File: src/rtl/xbl_pkg.sv
package xbl_pkg;

    localparam int CODE_W = 4;
    localparam int SEL_W  = 3;

    localparam logic [CODE_W-1:0] CODE_GROUND  = 4'd8;
    localparam logic [CODE_W-1:0] CODE_EN_GND  = 4'd9;
    localparam logic [CODE_W-1:0] CODE_DISABLE = 4'd10;

    typedef enum logic [1:0] {
        RT_INPUT  = 2'd0,
        RT_GROUND = 2'd1,
        RT_NONE   = 2'd2
    } route_e;

    typedef struct packed {
        logic             en;
        route_e           route;
        logic [SEL_W-1:0] sel;
    } slot_t;

    localparam slot_t SLOT_RESET = '{en: 1'b0, route: RT_INPUT, sel: '0};

    // Next slot state for one 4-bit command; unknown codes keep the slot.
    function automatic slot_t slot_next(slot_t cur, logic [CODE_W-1:0] code);
        slot_t n;
        n = cur;
        if (!code[CODE_W-1]) begin
            n.route = RT_INPUT;
            n.sel   = code[SEL_W-1:0];
        end else begin
            case (code)
                CODE_GROUND:  n.route = RT_GROUND;
                CODE_EN_GND: begin
                    n.en    = 1'b1;
                    n.route = RT_GROUND;
                end
                CODE_DISABLE: begin
                    n.en    = 1'b0;
                    n.route = RT_NONE;
                    n.sel   = '0;
                end
                default: n = cur;
            endcase
        end
        return n;
    endfunction

endpackage

File: src/rtl/xbl_sync.sv
module xbl_sync #(
    parameter int WIDTH  = 1,
    parameter int STAGES = 2
) (
    input  logic             clk,
    input  logic             rst,
    input  logic [WIDTH-1:0] d,
    output logic [WIDTH-1:0] q
);
    logic [WIDTH-1:0] chain [STAGES];

    always_ff @(posedge clk) begin
        if (rst) begin
            for (int i = 0; i < STAGES; i++) chain[i] <= '0;
        end else begin
            chain[0] <= d;
            for (int i = 1; i < STAGES; i++) chain[i] <= chain[i-1];
        end
    end

    assign q = chain[STAGES-1];
endmodule

File: src/rtl/xbl_shifter.sv
module xbl_shifter #(
    parameter int FRAME_W = 32
) (
    input  logic               clk,
    input  logic               rst,
    input  logic               shift_en,
    input  logic               bit_in,
    output logic [FRAME_W-1:0] frame_q
);
    always_ff @(posedge clk) begin
        if (rst)           frame_q <= '0;
        else if (shift_en) frame_q <= {frame_q[FRAME_W-2:0], bit_in};
    end
endmodule

File: src/rtl/xbl_slave_bank.sv
module xbl_slave_bank
    import xbl_pkg::*;
#(
    parameter int NUM_OUT = 8,
    localparam int FRAME_W = NUM_OUT * CODE_W
) (
    input  logic                     clk,
    input  logic                     rst,
    input  logic                     load,
    input  logic [FRAME_W-1:0]       frame,
    output logic [NUM_OUT*SEL_W-1:0] sel_out,
    output logic [NUM_OUT-1:0]       gnd_out,
    output logic [NUM_OUT-1:0]       en_out,
    output logic [NUM_OUT-1:0]       drive_out
);
    for (genvar k = 0; k < NUM_OUT; k++) begin : g_slot
        localparam int TOP = FRAME_W - 1 - k * CODE_W;
        slot_t cur;
        logic [CODE_W-1:0] code;

        assign code = frame[TOP -: CODE_W];

        always_ff @(posedge clk) begin
            if (rst)       cur <= SLOT_RESET;
            else if (load) cur <= slot_next(cur, code);
        end

        assign sel_out[k*SEL_W +: SEL_W] = cur.sel;
        assign gnd_out[k]   = (cur.route != RT_INPUT);
        assign en_out[k]    = cur.en;
        assign drive_out[k] = cur.en && (cur.route == RT_INPUT);
    end
endmodule

File: src/rtl/xbar_serial_loader.sv
module xbar_serial_loader
    import xbl_pkg::*;
#(
    parameter int NUM_OUT     = 8,
    parameter int SYNC_STAGES = 2
) (
    input  logic                     clk,
    input  logic                     rst,
    input  logic                     wr_in,
    input  logic                     ce_hi,
    input  logic                     ce_lo_n,
    input  logic                     latch_in,
    input  logic                     edge_mode,
    input  logic                     ser_in,
    output logic                     ser_out,
    output logic [NUM_OUT*SEL_W-1:0] sel_out,
    output logic [NUM_OUT-1:0]       gnd_out,
    output logic [NUM_OUT-1:0]       en_out,
    output logic [NUM_OUT-1:0]       drive_out
);
    localparam int FRAME_W = NUM_OUT * CODE_W;

    logic [4:0] pins_s;
    logic wr_s, ceh_s, cel_s, latch_s, ser_s;
    logic strobe, strobe_q, latch_q;
    logic shift_en, slave_load;
    logic [FRAME_W-1:0] master_q;

    xbl_sync #(.WIDTH(5), .STAGES(SYNC_STAGES)) u_sync (
        .clk (clk),
        .rst (rst),
        .d   ({wr_in, ce_hi, ce_lo_n, latch_in, ser_in}),
        .q   (pins_s)
    );

    assign {wr_s, ceh_s, cel_s, latch_s, ser_s} = pins_s;
    assign strobe = wr_s & ceh_s & ~cel_s;

    always_ff @(posedge clk) begin
        if (rst) begin
            strobe_q <= 1'b0;
            latch_q  <= 1'b0;
        end else begin
            strobe_q <= strobe;
            latch_q  <= latch_s;
        end
    end

    assign shift_en   = strobe & ~strobe_q;
    assign slave_load = edge_mode ? (latch_s & ~latch_q) : ~latch_s;

    xbl_shifter #(.FRAME_W(FRAME_W)) u_shift (
        .clk      (clk),
        .rst      (rst),
        .shift_en (shift_en),
        .bit_in   (ser_s),
        .frame_q  (master_q)
    );

    assign ser_out = master_q[FRAME_W-1];

    xbl_slave_bank #(.NUM_OUT(NUM_OUT)) u_bank (
        .clk       (clk),
        .rst       (rst),
        .load      (slave_load),
        .frame     (master_q),
        .sel_out   (sel_out),
        .gnd_out   (gnd_out),
        .en_out    (en_out),
        .drive_out (drive_out)
    );
endmodule

File: config.mk
export PLATFORM = sky130hd
export DESIGN_NAME = xbar_serial_loader
export DESIGN_NICKNAME = d
export VERILOG_FILES = /design/src/rtl/xbl_pkg.sv /design/src/rtl/xbl_sync.sv /design/src/rtl/xbl_shifter.sv /design/src/rtl/xbl_slave_bank.sv /design/src/rtl/xbar_serial_loader.sv
export SDC_FILE = /design/constraint.sdc
export NUM_CORES = 1
export LEC_CHECK = 0
export ABC_AREA = 1
export BUFFER_PORTS_ARGS = -buffer_cell sky130_fd_sc_hd__buf_2
export CORE_MARGIN = 5
export CORE_UTILIZATION = 45
export CTS_CLUSTER_SIZE = 10
export DETAILED_ROUTE_END_ITERATION = 8
export PLACE_DENSITY = 0.68
export SYNTH_ARGS = -nofsm -noshare
export SYNTH_HDL_FRONTEND = slang
export SYNTH_SLANG_ARGS = --single-unit
File: constraint.sdc
create_clock -name clk -period 1.5 [get_ports clk]
set_input_delay 0.3 -clock clk [delete_from_list [all_inputs] [get_ports clk]]
set_output_delay 0.3 -clock clk [all_outputs]
set_load 0.1 [all_outputs]
# Word-level counts from Yosys, hierarchy flattened
# Memory sizes are Yosys's and may differ from the RTL's.
# Index checks and enable logic that the tools add are counted.
# totals
input_bits	8
regBits	82
mem_bits_rw	10
wordCells	180
n_memories	1
out_inout_bits	49
# classes
eq_ne	40
n_reduce_logical	64
n_bitwise	10
mux	38
# memory_table
memory	depth	word_bits	read_ports	rd_ports_with_merged_regs	wr	line_no	source
u_sync.chain	2	5	2	0	2	xbl_sync.sv:10	logic [WIDTH-1:0] chain [STAGES];
# ops
operator	n
$eq A4 B4 Y1 const B	24
$mux W5	10
$pmux W2 S2	8
$reduce_and A2 Y1	16
$reduce_bool A2 Y1	16
$mux W3	8
$ne A3 B2 Y1 const B	8
$reduce_and A3 Y1	8
$logic_not A2 Y1	8
$ne A2 B1 Y1 const B	8
$pmux W1 S2	8
$reduce_or A2 Y1	8
$logic_and A1 B1 Y1	8
$and A1 B1 Y1	4
$mux W1	4
$not A1 Y1	4
$or A1 B1 Y1	2

# Longest topological paths before layout
# Gate-level depths: netlist of run 1.
# depth
word_depth	4
mapped_depth	8
ltp_nobuf	8

# Cells and area by module
# Synthesis of run 1 repeated with hierarchy kept, for this count alone.
# unflattened
hier_cells	597
hier_area_um2	4563.1
# modules_own_cells
mod	instances	seq_area_each_um2	area_each_um2	cells_per_inst
xbl_slave_bank	1	960.9	2533.7	347
xbl_shifter	1	640.6	1625.3	203
xbl_sync	1	200.2	324.1	36
xbar_serial_loader	1	40.0	80.1	11

# Least setup slack after synthesis of run 1
# No wires, ideal clock.
# synth_timing
path_type	reg2out
startpoint	reg u_bank.g_slot[0].cur[4] (netlist name)
endpoint	out drive_out[0]
n_path_buf	0
path_slack_ns	-0.955
t_arrival_ns	2.155
required_ns	1.200
path_stages_with_launch	3
path_cell_list	dfxtp_1 > or2_2 > nor2_1
# synth_via
elab_chain_cells	2
# synth_rtl
item	line_no	source
start: declaration	xbl_slave_bank.sv:18	slot_t cur;
start signal: assignment	xbl_slave_bank.sv:25	else if (load) cur <= slot_next(cur, code);
$logic_not A2 Y1	xbl_slave_bank.sv:31	assign drive_out[k] = cur.en && (cur.route == RT_INPUT);
$logic_and A1 B1 Y1	xbl_slave_bank.sv:31	
end: declaration	xbar_serial_loader.sv:19	output logic [NUM_OUT-1:0] drive_out
# Every way passes these cells.

# Worst setup path in the final report of run 1
# layout_timing
startpoint	reg u_bank.g_slot[4].cur[4] (netlist name)
endpoint	out drive_out[4]
# layout_via
elab_chain_cells	2
# layout_rtl
item	line_no
start: declaration	xbl_slave_bank.sv:18
start signal: assignment	xbl_slave_bank.sv:25
$logic_not A2 Y1	xbl_slave_bank.sv:31
$logic_and A1 B1 Y1	xbl_slave_bank.sv:31
# Every way passes these cells.

==> results of run 1 <==
-- per-stage QoR --
stage / instance area (sq um) / instances / TNS, ns / setup WS, ns / utilization
floorplan: 4000 / 520 / -0.190 / -0.178 / -
global placement: 4320 / 638 / 0 / 0.277 / 0.503
detailed placement: 4320 / 638 / 0 / 0.233 / 0.503
CTS: 4510 / 654 / -0.288 / -0.0455 / 0.525
global route: 4540 / 655 / -0.621 / -0.0879 / 0.528
finish: 4540 / 655 / -0.230 / -0.0416 / 0.528
-- routing by layer --
layer / global-route usage / part of all wire / wire [um]
met5: 0 / 0 / 0
met1: 0.186 / 0.47 / 3490
met2: 0.243 / 0.48 / 3570
met3: 0.0309 / 0.042 / 312
met4: 0.0697 / 0.012 / 90
-- logic make-up after synthesis --
kind of cell / share of synthesized area
buffers and inverters: 0.135
DFF: 0.470
AOI/OAI and AO/OA: 0.117
and+or+nand+nor: 0.278
-- sequential cells by signal, indices dropped and copies added (netlist names) --
signal             flops
u_shift.frame_q       32
u_bank.en_out          8
latch_q                1
strobe_q               1
u_bank.sel_out        24
u_bank.g_slot.cur     16
u_sync.chain          10
-- power by group through the flow --
| stage | logic, W | clock network [W] | registers, W |
|---|---|---|---|
| 6_report | 0.000449 | 0.00147 | 0.00251 |
| 5_1_grt | 0.000490 | 0.00163 | 0.00252 |
| 4_1_cts | 0.000452 | 0.00153 | 0.00251 |
| 3_5_place_dp | 0.000447 | 0 | 0.00257 |
| 3_3_place_gp | 0.000438 | 0 | 0.00256 |
| 2_1_floorplan | 0.000347 | 0 | 0.00256 |
-- critical path: stages, from the launching register on --
cell and delay (ns):
dfxtp_1 0.32, or2_4 0.26, nor2_4 0.12, buf_12 0.18
-- area by class of cell --
class,count,area (sq um)
Tap cell,108,135
Inverter,41,154
Fill cell,842,4060
Multi-Input combinational cell,334,1630
Timing Repair Buffer,65,601
Sequential cell,92,1850
Clock inverter,1,7.51
Clock buffer,14,163
-- worst max-delay path by stage --
stage,from,end,slack (ns),depth (start not counted)
CTS,u_bank.g_slot[1].cur[3],drive_out[1],-0.05,3
global route,u_bank.g_slot[1].cur[3],drive_out[1],-0.09,3
detailed placement,edge_mode,u_bank.sel_out[3],0.23,6
finish,u_bank.g_slot[4].cur[4],drive_out[4],-0.04,3
global placement,edge_mode,u_bank.g_slot[7].cur[4],0.28,9
floorplan,u_bank.g_slot[0].cur[4],drive_out[0],-0.18,2
-- cells in the final DEF (no fill, tap or decap), types with 9 or more instances in the layout --
| cell | n |
|---|---|
| a21oi_1 | 45 |
| clkbuf_8 | 11 |
| buf_2 | 38 |
| dfxtp_1 | 86 |
| o21ai_0 | 29 |
| nor2_1 | 73 |
| nand2_1 | 86 |
| inv_1 | 36 |
| nor2_4 | 9 |
| buf_12 | 16 |
| nand4_1 | 10 |
| nand3_1 | 50 |
-- repair_timing --
item | CTS | global route
setup buffers | 1 | 1
setup endpoints to repair | 11 | 12
resized for setup | 5 | 8
pin swaps | 10 | 3
==> qor.txt, run 1 <==
Synth Area per Inst = 7.54 sq um
Number of setup violations in the final report = 9
R2R cell count = 6
Yosys reg bits = 92
Drt first-iter violations = 172
Synth Cell Area = 3920 sq um
Count leader, synth = dfxtp_1
Fmax = 649 MHz
Yosys top cell area share = 0.470
Critical path arrival = 1.24 ns
Pin count of the biggest net entering global routing = 63
Worst VDD drop = 419 uV
Measured slew at the worst slew-check pin = 0.490 ns
Leak pwr = 1.90 nW
Residual DRC = 0
Synth Net Count = 528
First-pass GRT wire length = 12700 um
Critical Path Sink Type = output pin
Switch Pwr = 0.00112 W
Worst setup SP type = flip-flop
Max_cap viols = 0
Logic pwr share = 0.101
Hold Vio Cnt, Final = 0
Net Sw Frac = 0.252
Final max-slew violation count = 0
DIE AREA = 10700 sq um
Core region area = 8590 sq um
CTS tree = built
R2r setup slk = 0.26 ns
Dominant cell type by area after synthesis = dfxtp_1
Power Dens Cells = 977 nW/um^2
WL final = 7460 um
RD Place Congestion = 0.763
Seq/Total Area, Yosys = 0.470
YS warnings = 0
Port Buffers = 56
Row cnt = 34
Main synth FF type = dfxtp_1
Hold Crit Endpoint = u_sync.chain[0][2]
Final nets = 551
Chip height = 103 um
Clk sink count = 92
Number of synthesized flops with an enable pin = 0
CTS Buf Count = 9
IO Pins = 57
Die width = 103 um
Fraction of registers with async set or reset after synthesis = 0
Worst Clk Skew = 0.00763 ns
Synth top area cells = dfxtp_1 (47%), nand2_1 (8.2%), nor2_1 (7.8%)
H-tree levels = 3
HP Start = ce_lo_n
Initial Util = 0.456
Gr ovfl total = 0
Mapped Cells = 520
Worst hold slack = 0.142 ns
Ant diodes = 0
Via-per-instance ratio = 4.84
Req. time, crit path = 1.20 ns
CP Max Fanout = 2
WHS Path Cells = 3
HP Class = in2reg
DR vias = 3169
Internal power = 0.00332 W
WL/cell = 11.4 um
Fin crit period = 1.54 ns
Part of the power in registers = 0.566
Drt first pass iters = 4
Clock root cell = clkbuf_8
Clock power frac = 0.332
Violated checks = setup timing
Area Growth Syn to Fin = 15.7%
Post-CTS Hold Buffers = 0
Routed Antenna Nets = 0
Global router's overall resource usage = 0.148
Post-route setup slack = -0.0416 ns
Reg2reg end = u_shift.frame_q[4]
Clock-pin slew on the worst setup and hold paths = 0.08 ns
CP Class = reg2out
Tcrit/Tclk final = 1.03
Vias in the first global route = 2895
Final HPWL DP = 5250 um
Layout cells sized above 1 = 0.214
RSZ-0062 raised after global routing = true
Slew HR = 0.675
Synth cell count leaders = dfxtp_1 (92), nand2_1 (86), nor2_1 (81), nand3_1 (50), a21oi_1 (45)
Outcome = finished, violations left
Tot Pwr = 0.00443 W
Count of cell types in the netlist = 25
Reg-to-reg startpoint = u_sync.chain[0][8]
CTS max path bufs = 2
Initial antenna violation count = 0
Skew-Pair Late Insertion Delay = 0.35 ns
Power figures use the tool's default switching activity.
==> run 2: changes to the inputs <==
--- a/config.mk
+++ b/config.mk
@@ -9,7 +9,10 @@
 export BUFFER_PORTS_ARGS = -buffer_cell sky130_fd_sc_hd__buf_2
+export CELL_PAD_IN_SITES_DETAIL_PLACEMENT = 0
+export CELL_PAD_IN_SITES_GLOBAL_PLACEMENT = 1
 export CORE_MARGIN = 5
-export CORE_UTILIZATION = 45
+export CORE_UTILIZATION = 41
+export CTS_CLUSTER_DIAMETER = 80
 export CTS_CLUSTER_SIZE = 10
 export DETAILED_ROUTE_END_ITERATION = 8
-export PLACE_DENSITY = 0.68
+export PLACE_DENSITY = 0.81
 export SYNTH_ARGS = -nofsm -noshare
==> constraint.sdc (replaced) <==
create_clock -name clk -period 1.5 [get_ports clk]
set_input_delay 0 -clock clk [delete_from_list [all_inputs] [get_ports clk]]
set_output_delay 0 -clock clk [all_outputs]
set_load 0.1 [all_outputs]
==> run 2 against run 1 <==
Against the previous run:
- the flow now finishes without violations
- global-route usage is 0.67 points lower
- count of clock-buffer cells in the layout fell by 5
- combinational power decreased by 7.1%
- first-iteration DRC count decreased by 26%
- cell count rose by 4.0%
- worst hold slack got worse by 0.13 ns
- clock skew increased by 0.0049 ns
- critical path depth stayed put
- non-clock buffer count is 4 higher
- register-to-register slack got worse by 0.03 ns
- critical endpoint is now drive_out[3]
==> qor.txt, run 2 (same netlist as run 1, synthesis figures left out) <==
Worst hold slack = 0.0146 ns (was 0.142 ns)
Initial antenna violation count = 0 (unchanged)
Leading cell type in the layout, fill and taps excluded = dfxtp_1
Power Dens Cells = 1050 nW/um^2 (was 977 nW/um^2)
Post-route setup slack = 0.130 ns (was -0.0416 ns)
Skew-Pair Late Insertion Delay = 0.36 ns (was 0.35 ns)
Biggest register = u_shift.frame_q (unchanged)
First-pass GRT wire length = 13500 um (was 12700 um)
DIE AREA = 11600 sq um (was 10700 sq um)
Tcrit/Tclk final = 0.913 (was 1.03)
Area Growth Syn to Fin = 12.4% (was 15.7%)
Net Sw Frac = 0.267 (was 0.252)
Hold Vio Cnt, Final = 0 (unchanged)
Routed Antenna Nets = 0 (unchanged)
Chip height = 108 um (was 103 um)
Final HPWL DP = 5330 um (was 5250 um)
Critical path arrival = 1.37 ns (was 1.24 ns)
H-tree levels = 3 (unchanged)
Max_cap viols = 0 (unchanged)
Die width = 108 um (was 103 um)
Fin cells = 681 (was 655)
Pin count of the biggest net entering global routing = 42 (was 63)
Row cnt = 35 (was 34)
Final core utilization = 0.475 (was 0.528)
Number of flip-flops in the largest register = 32 (unchanged)
CTS max path bufs = 2 (unchanged)
Crit path from = u_bank.g_slot[3].cur[4] (was u_bank.g_slot[4].cur[4])
Number of post-CTS setup repair buffers = 0 (was 1)
CP Class = reg2out (unchanged)
Fill cell count = 966 (was 842)
Fin crit period = 1.37 ns (was 1.54 ns)
WL/cell = 11.2 um (was 11.4 um)
CTS Buf Count = 9 (unchanged)
Logic pwr share = 0.090 (was 0.101)
Drt first pass iters = 5 (was 4)
HP Start = rst (was ce_lo_n)
Layout cells sized above 1 = 0.208 (was 0.214)
Measured slew at the worst slew-check pin = 0.490 ns (about the same)
Vias in the first global route = 3038 (was 2895)
Internal power = 0.00338 W (was 0.00332 W)
WL final = 7600 um (was 7460 um)
Clock root cell = clkbuf_8 (unchanged)
Fmax = 730 MHz (was 649 MHz)
Worst VDD drop = 575 uV (was 419 uV)
RSZ-0062 raised after global routing = false (was true)
Most frequent cells in the layout = dfxtp_1 (91), nand2_1 (86), nor2_1 (73) (was nand2_1 (86), dfxtp_1 (86), nor2_1 (73))
Worst setup SP type = flip-flop (unchanged)
Clock power frac = 0.366 (was 0.332)
Initial Util = 0.422 (was 0.456)
Residual DRC = 0 (unchanged)
Worst Clk Skew = 0.0126 ns (was 0.00763 ns)
Gr ovfl total = 0 (unchanged)
Number of setup violations in the final report = 0 (was 9)
Ant diodes = 0 (unchanged)
Via-per-instance ratio = 4.73 (was 4.84)
RD Place Congestion = 0.761 (was 0.763)
CP Max Fanout = 2 (unchanged)
Outcome = finished, final reports clean (was finished, violations left)
CTS tree = built (unchanged)
Req. time, crit path = 1.50 ns (was 1.20 ns)
Drt first-iter violations = 127 (was 172)
Core region area = 9280 sq um (was 8590 sq um)
Slew HR = 0.675 (about the same)
HP Class = in2reg (unchanged)
Final max-slew violation count = 0 (unchanged)
Clock-pin slew on the worst setup and hold paths = 0.09 ns (was 0.08 ns)
Leak pwr = 1.89 nW (was 1.90 nW)
Pre-CTS WS = 0.233 ns (about the same)
Switch Pwr = 0.00123 W (was 0.00112 W)
IO Pins = 57 (unchanged)
Port Buffers = 56 (unchanged)
Part of the power in registers = 0.543 (was 0.566)
DR vias = 3223 (was 3169)
TNS Setup = 0 ns (was -0.230 ns)
Final nets = 555 (was 551)
Dpl cells = 660 (was 638)
Clk sink count = 92 (unchanged)
Reg-to-reg startpoint = u_sync.chain[0][6] (was u_sync.chain[0][8])
Critical Path Sink Type = output pin (unchanged)
Global router's overall resource usage = 0.141 (was 0.148)
## run 2: changes by cell type in the layout (fill, tap and decap cells not counted), moves of 3 or more
cell           previous run  this run
buf_2                    38        48
dfxtp_1                  86        91
clkbuf_1                  3         0
or2_2                     0         8
buf_12                   16         3
or2_4                     8         0
dlygate4sd3_1             0         5
buf_4                     7        13
dfxtp_2                   6         1
inv_6                     0         3
## run 2: worst paths after layout
path,slack [ns],cells after the start,to
setup reg to reg,0.23,8,u_bank.g_slot[7].cur[4]
hold reg to reg,0.40,2,u_sync.chain[0][6]
hold / removal,0.01,3,u_sync.chain[0][6]
setup / recovery,0.13,3,drive_out[3]
## run 2: stage by stage
stage          cell area, sq um  total power, W
2_1_floorplan              3980         0.00290
3_3_place_gp               4140         0.00297
3_5_place_dp               4140         0.00298
4_1_cts                    4410         0.00467
5_1_grt                    4410         0.00483
6_report                   4410         0.00461
## run 2: layer usage
| layer | vias up | wire length, um | track usage |
|---|---|---|---|
| li1 | 1707 | - | - |
| met1 | 1447 | 3720 | 0.183 |
| met2 | 60 | 3440 | 0.226 |
| met3 | 9 | 347 | 0.0420 |
| met4 | 0 | 93 | 0.0424 |
| met5 | - | 0 | 0 |
## run 2: power by group through the flow
stage / clock network [W] / registers [W] / logic (W)
3_5_place_dp: 0 / 0.00256 / 0.000412
3_3_place_gp: 0 / 0.00256 / 0.000408
4_1_cts: 0.00174 / 0.00251 / 0.000422
5_1_grt: 0.00185 / 0.00251 / 0.000465
2_1_floorplan: 0 / 0.00256 / 0.000340
6_report: 0.00169 / 0.00251 / 0.000417
## run 2: layout make-up
class,instances,area [sq um],area share
sequential,92,1840,0.418
tap,129,161,0.0366
multi-input combinational,334,1600,0.364
timing repair buffer,69,448,0.102
clock inverter,7,73.8,0.0168
clock buffer,9,124,0.0281
inverter,41,154,0.0349
## run 2: critical path: stages (launching register included)
cell     delay, ns
dfxtp_1       0.31
or2_2         0.34
nor2_4        0.08
buf_4         0.28
## run 2: repair_timing
item,in CTS,in global routing
gates resized for setup,8,0
hold buffers,5,0
endpoints found under the setup margin,8,0
hold endpoints to repair,5,0
==> run 3: changes to the inputs <==
Settings changed: CORE_UTILIZATION 41 to 44, PLACE_DENSITY 0.81 to 0.86.
Clock period 1.5 ns to 1.6 ns, I/O delays scaled along.
==> run 3 against run 2 <==
Against the previous run:
- utilization increased by 2.0 points
- largest cell class unchanged
- worst hold slack better by 0.032 ns
- sequential cell count stayed put
- die area is 6.2% lower
- critical endpoint unchanged
==> qor.txt, run 3 (same netlist as run 1, synthesis figures left out) <==
Most frequent cells in the layout = dfxtp_1 (91), nand2_1 (86), nor2_1 (73) (unchanged)
Die width = 104 um (was 108 um)
Tcrit/Tclk final = 0.931
Area Growth Syn to Fin = 10.1% (was 12.4%)
WL final = 7280 um (was 7600 um)
Port Buffers = 56 (unchanged)
Biggest register = u_shift.frame_q (unchanged)
Fin crit period = 1.49 ns
Critical path arrival = 1.49 ns (was 1.37 ns)
Outcome = finished, final reports clean (unchanged)
Pin count of the biggest net entering global routing = 53 (was 42)
CTS tree = built (unchanged)
First-pass GRT wire length = 12900 um (was 13500 um)
Final nets = 553 (was 555)
Row cnt = 34 (was 35)
Dpl cells = 637 (was 660)
Final core utilization = 0.495 (was 0.475)
Worst Clk Skew = 0.0117 ns (was 0.0126 ns)
Initial Util = 0.449 (was 0.422)
Ant diodes = 0 (unchanged)
Net Sw Frac = 0.249 (was 0.267)
WL/cell = 11.1 um (was 11.2 um)
Number of post-CTS setup repair buffers = 0 (unchanged)
Leading cell type in the layout, fill and taps excluded = dfxtp_1 (unchanged)
Routed Antenna Nets = 0 (unchanged)
DIE AREA = 10900 sq um (was 11600 sq um)
Resized cells post-CTS = 0 (was 8)
Final max-slew violation count = 0 (unchanged)
Drt first pass iters = 4 (was 5)
Initial antenna violation count = 0 (unchanged)
Clock root cell = clkbuf_8 (unchanged)
Residual DRC = 0 (unchanged)
Crit path from = u_bank.g_slot[3].cur[4] (unchanged)
Number of setup violations in the final report = 0 (unchanged)
Worst hold slack = 0.0462 ns (was 0.0146 ns)
CP Buf/Inv Count = 1 (unchanged)
Crit path max-delay family = buffers and inverters (was simple AND/OR/NAND/NOR gates)
Drt first-iter violations = 92 (was 127)
CP Class = reg2out (unchanged)
Switch Pwr = 0.00106 W (was 0.00123 W)
Via-per-instance ratio = 4.82 (was 4.73)
Part of the power in registers = 0.554 (was 0.543)
Clk sink count = 92 (unchanged)
CTS max path bufs = 2 (unchanged)
Global router's overall resource usage = 0.137 (was 0.141)
Layout cells sized above 1 = 0.202 (was 0.208)
Final HPWL DP = 5120 um (was 5330 um)
IO Pins = 57 (unchanged)
Core region area = 8720 sq um (was 9280 sq um)
Max_cap viols = 0 (unchanged)
Fin cells = 658 (was 681)
Req. time, crit path = 1.60 ns (was 1.50 ns)
DR vias = 3172 (was 3223)
Gr ovfl total = 0 (unchanged)
RD Place Congestion = 0.774 (was 0.761)
Power Dens Cells = 983 nW/um^2 (was 1050 nW/um^2)
Clock power frac = 0.359 (was 0.366)
Clock-pin slew on the worst setup and hold paths = 0.09 ns (about the same)
HP Class = in2reg (unchanged)
Internal power = 0.00319 W (was 0.00338 W)
Logic pwr share = 0.087 (was 0.090)
CTS Buf Count = 9 (unchanged)
Worst VDD drop = 382 uV (was 575 uV)
Critical path's largest stage delay = 0.42 ns (was 0.34 ns)
Reg-to-reg startpoint = u_sync.chain[0][6] (unchanged)
Chip height = 104 um (was 108 um)
Hold Vio Cnt, Final = 0 (unchanged)
Leak pwr = 1.88 nW (was 1.89 nW)
Worst setup SP type = flip-flop (unchanged)
Critical Path Sink Type = output pin (unchanged)
Number of flip-flops in the largest register = 32 (unchanged)
RSZ-0062 raised after global routing = false (unchanged)
CP max-delay cell = buf_2 (was or2_2)
Measured slew at the worst slew-check pin = 0.505 ns (was 0.490 ns)
Skew-Pair Late Insertion Delay = 0.35 ns (was 0.36 ns)
CP Max Fanout = 2 (unchanged)
CP Cell Sequence = or2_2, nor2_4, buf_2 (was or2_2, nor2_4, buf_4)
HP Start = rst (unchanged)
Vias in the first global route = 2937 (was 3038)
Slew HR = 0.663 (was 0.675)
Fmax = 671 MHz
H-tree levels = 3 (unchanged)
run 3: routing by layer:
layer	vias to the layer above	wire [um]	track usage
li1	1697	-	-
met1	1415	3470	0.178
met2	48	3400	0.224
met3	12	299	0.0273
met4	0	109	0.0500
met5	-	0	0
run 3: through the flow:
step | total power [W] | area [sq um] | setup slack (ns) | setup TNS, ns
2_1_floorplan | 0.00272 | 3980 | -0.0837 | -0.0837
3_3_place_gp | 0.00276 | 4070 | 0.248 | 0
3_5_place_dp | 0.00277 | 4070 | 0.186 | 0
4_1_cts | 0.00430 | 4320 | 0.0873 | 0
5_1_grt | 0.00443 | 4320 | 0.0198 | 0
6_report | 0.00424 | 4320 | 0.110 | 0
run 3: power by group through the flow:
stage	clock network [W]	logic, W	registers (W)
finish	0.00152	0.000371	0.00235
global route	0.00166	0.000412	0.00236
CTS	0.00157	0.000375	0.00235
detailed placement	0	0.000365	0.00240
global placement	0	0.000360	0.00240
floorplan	0	0.000319	0.00240
run 3: final timing paths:
check / slack [ns] / to / cells after the start
min reg2reg: 0.40 / u_sync.chain[0][7] / 2
max reg2reg: 0.20 / u_bank.g_slot[1].cur[4] / 7
max: 0.11 / drive_out[3] / 3
min: 0.05 / u_bank.sel_out[1] / 4
run 3: repair_timing:
item	4_1_cts	5_1_grt
hold endpoints to repair	5	0
endpoints found under the setup margin	0	0
hold buffers	5	0
run 3: worst reg2reg max path, cell delays in order, from the launching register on:
cell	delay, ns
dfxtp_1	0.32
inv_1	0.08
nand2_2	0.09
nand2_4	0.40
nand2_1	0.23
nand2_1	0.10
nor2_1	0.04
nor2_1	0.08
run 3: area by class of cell:
type	count	area, sq um
Clock buffer	12	145
Clock inverter	4	48.8
Fill cell	857	4400
Inverter	41	154
Multi-Input combinational cell	334	1600
Sequential cell	92	1840
Tap cell	108	135
Timing Repair Buffer	67	388
